**config.mk**
```make
export PLATFORM = sky130hd
export DESIGN_NAME = fp_recip_exp
export DESIGN_NICKNAME = d
export VERILOG_FILES = /design/src/rtl/frx_pkg.sv /design/src/rtl/frx_rst_sync.sv /design/src/rtl/frx_fmt_path.sv /design/src/rtl/frx_out_reg.sv /design/src/rtl/fp_recip_exp.sv
export SDC_FILE = /design/constraint.sdc
export NUM_CORES = 1
export LEC_CHECK = 0
export BUFFER_PORTS_ARGS = -buffer_cell sky130_fd_sc_hd__buf_2
export CAP_MARGIN = 20
export CORE_AREA = 10 10 114 75
export DETAILED_ROUTE_END_ITERATION = 12
export DIE_AREA = 0 0 124 85
export PLACE_DENSITY_LB_ADDON = 0.3
export SLEW_MARGIN = 15
export SYNTH_ARGS = -nofsm -noshare
export SYNTH_HDL_FRONTEND = slang
export SYNTH_SLANG_ARGS = --single-unit
```
**constraint.sdc**
```tcl
create_clock -name clk -period 2.34 [get_ports clk]
set_input_delay 0.117 -clock clk [delete_from_list [all_inputs] [get_ports clk]]
set_output_delay 0.117 -clock clk [all_outputs]
set_load 0.02 [all_outputs]
```
**src/rtl/frx_pkg.sv**
```systemverilog
package frx_pkg;
  localparam int unsigned OP_W      = 64;
  localparam int unsigned SP_EXP_W  = 8;
  localparam int unsigned SP_FRAC_W = 23;
  localparam int unsigned DP_EXP_W  = 11;
  localparam int unsigned DP_FRAC_W = 52;
  localparam int unsigned SP_W      = 1 + SP_EXP_W + SP_FRAC_W;
  localparam int unsigned DP_W      = 1 + DP_EXP_W + DP_FRAC_W;
  localparam int unsigned RST_STAGES = 2;
endpackage

```
**src/rtl/frx_rst_sync.sv**
```systemverilog
module frx_rst_sync #(
  parameter int unsigned STAGES = 2
) (
  input  logic clk,
  input  logic rst_n_in,
  output logic rst_n_out
);
  logic [STAGES-1:0] sync_q;
  logic [STAGES-1:0] sync_d;

  always_comb begin
    sync_d = {sync_q[STAGES-2:0], 1'b1};
  end

  always_ff @(posedge clk or negedge rst_n_in) begin
    if (!rst_n_in) sync_q <= '0;
    else           sync_q <= sync_d;
  end

  assign rst_n_out = sync_q[STAGES-1];
endmodule

```
**src/rtl/frx_fmt_path.sv**
```systemverilog
module frx_fmt_path #(
  parameter int unsigned EXP_W  = 8,
  parameter int unsigned FRAC_W = 23
) (
  input  logic [EXP_W+FRAC_W:0] op_i,
  input  logic                  dnan_i,
  output logic [EXP_W+FRAC_W:0] res_o,
  output logic                  inv_o
);
  localparam int unsigned W = 1 + EXP_W + FRAC_W;
  localparam logic [W-1:0] QBIT  = W'(1) << (FRAC_W - 1);
  localparam logic [W-1:0] DNAN  = {1'b0, {EXP_W{1'b1}}, 1'b1, {(FRAC_W-1){1'b0}}};
  localparam logic [EXP_W-1:0] EXP_MAXFIN = {{(EXP_W-1){1'b1}}, 1'b0};

  logic              sgn;
  logic [EXP_W-1:0]  ex;
  logic [FRAC_W-1:0] fr;
  logic              is_nan;
  logic              is_snan;

  always_comb begin
    sgn     = op_i[W-1];
    ex      = op_i[W-2 -: EXP_W];
    fr      = op_i[FRAC_W-1:0];
    is_nan  = (&ex) && (|fr);
    is_snan = is_nan && !fr[FRAC_W-1];
    inv_o   = is_snan;
    if (is_nan) begin
      res_o = dnan_i ? DNAN : (op_i | QBIT);
    end else if (ex == '0) begin
      res_o = {sgn, EXP_MAXFIN, {FRAC_W{1'b0}}};
    end else begin
      res_o = {sgn, ~ex, {FRAC_W{1'b0}}};
    end
  end
endmodule

```
**src/rtl/frx_out_reg.sv**
```systemverilog
module frx_out_reg #(
  parameter int unsigned W = 64
) (
  input  logic         clk,
  input  logic         rst_n,
  input  logic         en_i,
  input  logic [W-1:0] res_d_i,
  input  logic         inv_d_i,
  output logic [W-1:0] res_q_o,
  output logic         inv_q_o,
  output logic         vld_q_o
);
  logic [W-1:0] res_q, res_n;
  logic         inv_q, inv_n;
  logic         vld_q, vld_n;

  always_comb begin
    res_n = res_q;
    inv_n = inv_q;
    if (en_i) begin
      res_n = res_d_i;
      inv_n = inv_d_i;
    end
    vld_n = en_i;
  end

  always_ff @(posedge clk or negedge rst_n) begin
    if (!rst_n) begin
      res_q <= '0;
      inv_q <= 1'b0;
      vld_q <= 1'b0;
    end else begin
      res_q <= res_n;
      inv_q <= inv_n;
      vld_q <= vld_n;
    end
  end

  assign res_q_o = res_q;
  assign inv_q_o = inv_q;
  assign vld_q_o = vld_q;


  latency_chk: assert property (@(posedge clk) disable iff (!rst_n)
    en_i |=> vld_q_o);

  idle_hold_chk: assert property (@(posedge clk) disable iff (!rst_n)
    !en_i |=> (!vld_q_o && $stable(res_q_o) && $stable(inv_q_o)));
endmodule

```
**src/rtl/fp_recip_exp.sv**
```systemverilog
module fp_recip_exp
  import frx_pkg::*;
(
  input  logic        clk,
  input  logic        rst_n,
  input  logic        in_valid,
  input  logic [63:0] operand,
  input  logic        dbl_sel,
  input  logic        dflt_nan_en,
  output logic        out_valid,
  output logic [63:0] result,
  output logic        invalid_flag
);
  logic            rst_n_s;
  logic [SP_W-1:0] sp_res;
  logic [DP_W-1:0] dp_res;
  logic            sp_inv, dp_inv;
  logic [OP_W-1:0] res_sel;
  logic            inv_sel;

  frx_rst_sync #(.STAGES(RST_STAGES)) u_rst (
    .clk(clk), .rst_n_in(rst_n), .rst_n_out(rst_n_s)
  );

  generate
    for (genvar g = 0; g < 2; g++) begin : g_fmt
      if (g == 0) begin : g_sp
        frx_fmt_path #(.EXP_W(SP_EXP_W), .FRAC_W(SP_FRAC_W)) u_path (
          .op_i(operand[SP_W-1:0]), .dnan_i(dflt_nan_en),
          .res_o(sp_res), .inv_o(sp_inv)
        );
      end else begin : g_dp
        frx_fmt_path #(.EXP_W(DP_EXP_W), .FRAC_W(DP_FRAC_W)) u_path (
          .op_i(operand[DP_W-1:0]), .dnan_i(dflt_nan_en),
          .res_o(dp_res), .inv_o(dp_inv)
        );
      end
    end
  endgenerate

  always_comb begin
    if (dbl_sel) begin
      res_sel = dp_res;
      inv_sel = dp_inv;
    end else begin
      res_sel = {{(OP_W-SP_W){1'b0}}, sp_res};
      inv_sel = sp_inv;
    end
  end

  frx_out_reg #(.W(OP_W)) u_oreg (
    .clk(clk), .rst_n(rst_n_s), .en_i(in_valid),
    .res_d_i(res_sel), .inv_d_i(inv_sel),
    .res_q_o(result), .inv_q_o(invalid_flag), .vld_q_o(out_valid)
  );


  dp_sign_frac_chk: assert property (@(posedge clk) disable iff (!rst_n_s)
    (in_valid && dbl_sel && !(&operand[62:52]))
    |=> (result[63] == $past(operand[63]) && result[51:0] == 52'd0));

  sp_snan_flag_chk: assert property (@(posedge clk) disable iff (!rst_n_s)
    (in_valid && !dbl_sel && (&operand[30:23]) && (|operand[22:0]) && !operand[22])
    |=> (invalid_flag && result[22]));

  dp_dnan_chk: assert property (@(posedge clk) disable iff (!rst_n_s)
    (in_valid && dbl_sel && dflt_nan_en && (&operand[62:52]) && (|operand[51:0]))
    |=> (result == 64'h7FF8_0000_0000_0000));

  sp_upper_zero_chk: assert property (@(posedge clk) disable iff (!rst_n_s)
    (in_valid && !dbl_sel) |=> (result[63:32] == 32'd0));
endmodule

```
# Yosys cells after proc, flatten, opt, wreduce, memory -nomap -nowiden
# Index checks and enable logic that the tools add are counted.
# word_totals
regBits,68
output_inout_bits,66
# classes
mux,8
bitwise,2
n_reduce_logical,12
# op_table
cell,n
$mux W64,3
$mux W32,2
$mux W63,1
$reduce_or A52 Y1,1
$mux W31,1
$reduce_or A23 Y1,1
$logic_not A11 Y1,1
$not A11 Y11,1
$reduce_and A11 Y1,1
$logic_not A8 Y1,1
$not A8 Y8,1
$reduce_and A8 Y1,1
$logic_and A1 B1 Y1,4
$logic_not A1 Y1,2
$mux W1,1

# Logic depth before layout (Yosys ltp)
# depth
word_depth,4
mapped_depth,8
ltp_nobuf,5

# Hierarchy
# Synthesis repeated with hierarchy kept, for this count alone.
# unflattened
cells_unflattened,376
hier_area_um2,4588.2
# modules_own_cells
mod,cells_each,instances,area_each_um2,seq_area_each_um2
frx_out_reg,138,1,2643.8,1651.6
frx_fmt_path (g_fmt[1].g_dp.u_path),112,1,809.5,0.0
fp_recip_exp,72,1,693.2,0.0
frx_fmt_path (g_fmt[0].g_sp.u_path),51,1,387.9,0.0
frx_rst_sync,3,1,53.8,50.0

# Least setup slack after synthesis
# OpenSTA, ideal clock, no wires.
# synth_path
kind,input -> register
start,input port operand[4]
end,"register u_oreg.res_q[32], in the netlist u_oreg.res_q_o[32]"
setup_time_ns,0.121
path_buffers,2
path_slack_ns,0.607
path_stages,7
t_arrival_ns,1.612
cell_sequence,or4_4 nor2_8 nand4_4 and3b_1 buf_6 buf_6 a22o_1
# synth_between
elab_chain_cells,4
# synth_rtl
item,line_no,source
from (decl),fp_recip_exp.sv:7,"input logic [63:0] operand,"
$reduce_or A52 Y1,frx_fmt_path.sv:25,is_nan = (&ex) && (|fr);
$logic_and A1 B1 Y1,frx_fmt_path.sv:25,
$mux W64,frx_fmt_path.sv:28,if (is_nan) begin
$mux W64,fp_recip_exp.sv:42,if (dbl_sel) begin
to (signal assigned),frx_out_reg.sv:33,res_q <= res_n;
to (decl),frx_out_reg.sv:13,"logic [W-1:0] res_q, res_n;"
# Every way passes these cells.
# A chain may end at the register's enable or synchronous reset.

# Worst setup path in the final report
# layout_path
start,input port operand[33]
end,"register u_oreg.res_q[43], in the netlist u_oreg.res_q_o[43]"
# The elaborated chain is that of the path after synthesis.

==> impl_metrics.tcl <==
set metrics [dict create \
    clock_latency_ns 0.34 \
    synth_most_common_cell "dfrtp_1" \
    grt_max_degree 52 \
    diodes 0 \
    pwr-share-comb_pct 12.9 \
    rsz0062_at_grt "false" \
    required_ns 2.56 \
    switching_share_pct 27.0 \
    rr_worst_depth 1 \
    synth_cell_types 34 \
    clockBufferDepth 2 \
    slew_headroom_pct 50.6 \
    finalWirelength_mm 9.38 \
    outcome "completed" \
    drt-vias-per-instance 5.43 \
    yosys.area.top_type_share_pct 57.7 \
    die_h_um 85 \
    max_freq_mhz 458 \
    gp_congestion 0.867 \
    drc_errors 0 \
    vias 2750 \
    syn_avg_cell_area_sq_um 11.0 \
    dp_slack_ns 0.167 \
    grt_usage_pct 17.8 \
    initial_core_util_pct 45.5 \
    fillers 551 \
    setup_viol 0 \
    firstDrtPassIters 4 \
    ir_drop_mv 0.254 \
    port-buffer-count 134 \
    yosysTopAreaCell "dfrtp_1" \
    io_pins 135 \
    internal-power_mw 1.75 \
    synthToLayoutAreaGrowth_pct 35.9 \
    power_switching_mw 0.646 \
    die_area_sq_um 10500 \
    nets 483 \
    core_sq_um 6470 \
    p_seq_share_pct 52.0 \
    drtIter0Drc 269 \
    maxSlewViolCount 0 \
    min_period_ns 2.18 \
    finalClockSkew_ns 0.00695 \
    multi_input_area_sq_um 1150 \
    p_per_area_nw_per_um2 597 \
    hold_depth 2 \
    fp-row-count 23 \
    p_leak_nw 2.09 \
    cts_max_level 3 \
    clock-sinks 68 \
    dp_hpwl_mm 6.99 \
    antenna_left 0 \
    antenna_found_initial 0 \
    grt_first_pass_wirelength_mm 15.0 \
    worst_ep_arrival_time_ns 2.41 \
    cts.repair.resized 0 \
    clockRootBuffer "clkbuf_8" \
    netlist_area_sq_um 2950 \
    dieWidth_um 124 \
    crit_type "primary input to flip-flop" \
    yosysWarnings 0 \
    fin_setup_tns_ns 0 \
    synthFlopType "dfrtp_1" \
    clk_pin_slew_worst_paths_ns 0.07 \
    drive_gt1_share_pct 38.4 \
    post_drt_wl_per_cell_um 18.5 \
    power.share.clock_pct 35.2 \
    synth-seq-cells 68 \
    tightestPinTransition_ns 0.740 \
    post-route-period-util_pct 93.3 \
    syn-instance-count 268 \
    crit_fanout 19 \
    first_global_vias 2874 \
    hold_class "primary input to flip-flop" \
    syn_nets 337 \
    yosys-top-cells-count "68 x dfrtp_1, 27 x nand2_1, 22 x o2bb2ai_1" \
    cp-end-kind "flip-flop" \
    cts_tree "yes" \
    seqCellArea_sq_um 1700 \
    gr-total-overflow 0 \
    layout_setup_ws_ns 0.157 \
    cap_violations 0 \
    yosysSeqAreaShare_pct 57.7 \
    cts_inserted_buffers 9 \
    yosys-top-cells-area "dfrtp_1 58%, o2bb2ai_1 6.5%, a22o_1 5.9%" \
    synthArstFlopShare_pct 100 \
    critPathLaunchType "primary input" \
    synth_edf_count 0 \
    hold_viol 0 \
]
## kinds of logic (layout without fill, tap and decap cells)
group | after synthesis | in the layout | synth area share [%]
simple gates | 93 | 93 | 17.3
compound gates | 84 | 84 | 21.1
flops | 68 | 68 | 57.7
buf+inv | 21 | 172 | 3.31
other cells | 1 | 1 | 0.127
mux | 1 | 1 | 0.382
## layer usage
metal	GRT usage (%)	up-vias	wire length [um]
met5	0	-	0
met4	4.69	0	50
met3	7.28	5	972
met2	25.5	116	4100
met1	24.2	1319	4260
li1	-	1310	-
## through the flow
stage / instances / hold WS [ns] / power, mW / utilization [%] / cell area [sq um]
floorplan: 268 / -0.179 / 1.40 / - / 2950
global placement: 476 / -0.0975 / 1.55 / 57.1 / 3690
detailed placement: 476 / -0.0957 / 1.55 / 57.1 / 3690
CTS: 506 / 0.000135 / 2.42 / 61.9 / 4010
global route: 506 / 0.00546 / 2.50 / 61.9 / 4010
finish: 506 / 0.0122 / 2.39 / 61.9 / 4010
## area by class of cell
cell class                      count  share of cell area [%]
Sequential cell                    68                    42.5
Clock inverter                      4                   0.625
Tap cell                           87                    2.72
Multi-Input combinational cell    179                    28.6
Clock buffer                       12                    3.62
Inverter                            2                   0.187
Timing Repair Buffer              154                    21.7
## cells in the final DEF, fill, tap and decap left out, types with 10 or more instances in the layout
| master | instances |
|---|---|
| a22o_1 | 20 |
| dfrtp_1 | 67 |
| dlygate4sd3_1 | 14 |
| a31oi_1 | 13 |
| a21oi_1 | 11 |
| clkbuf_8 | 10 |
| nor2_1 | 18 |
| nand3_1 | 12 |
| o21ai_0 | 11 |
| nand2_1 | 27 |
| o2bb2ai_1 | 22 |
| nor4_1 | 11 |
| buf_2 | 134 |
## final timing paths
path                                 start                 end  slack, ns
setup / recovery               operand[33]  u_oreg.res_q_o[43]       0.16
hold / removal                 operand[35]  u_oreg.res_q_o[35]       0.01
setup reg to reg           u_rst.sync_q[1]  u_oreg.res_q_o[18]       1.36
hold reg to reg            u_rst.sync_q[1]  u_oreg.res_q_o[36]       0.34
max in group asynchronous  u_rst.sync_q[1]  u_oreg.res_q_o[18]       1.36
min in group asynchronous            rst_n     u_rst.sync_q[0]       0.09
## critical path, stage by stage
cell           delay [ns]
dlygate4sd3_1        0.54
buf_2                0.13
nor4_1               0.29
and4_1               0.35
nand4_4              0.21
and3b_1              0.48
a22o_1               0.29
## power by group through the flow
stage	combinational, mW	sequential, mW	clock, mW
finish	0.307	1.24	0.842
CTS	0.307	1.24	0.865
detailed placement	0.289	1.27	0
global placement	0.286	1.26	0
global route	0.337	1.25	0.917
floorplan	0.0821	1.31	0
## what timing repair did
action                                  4_1_cts  5_1_grt
hold buffers                                 14        0
endpoints found under the setup margin        0        0
buffers inserted                              0        0
endpoints found under the hold margin        15        0
## registers in the layout, summed over array words and instances (netlist names)
signal	cells
u_oreg.inv_q_o	1
u_oreg.vld_q_o	1
u_oreg.res_q_o	64
u_rst.sync_q	2
Power figures use the tool's default switching activity.
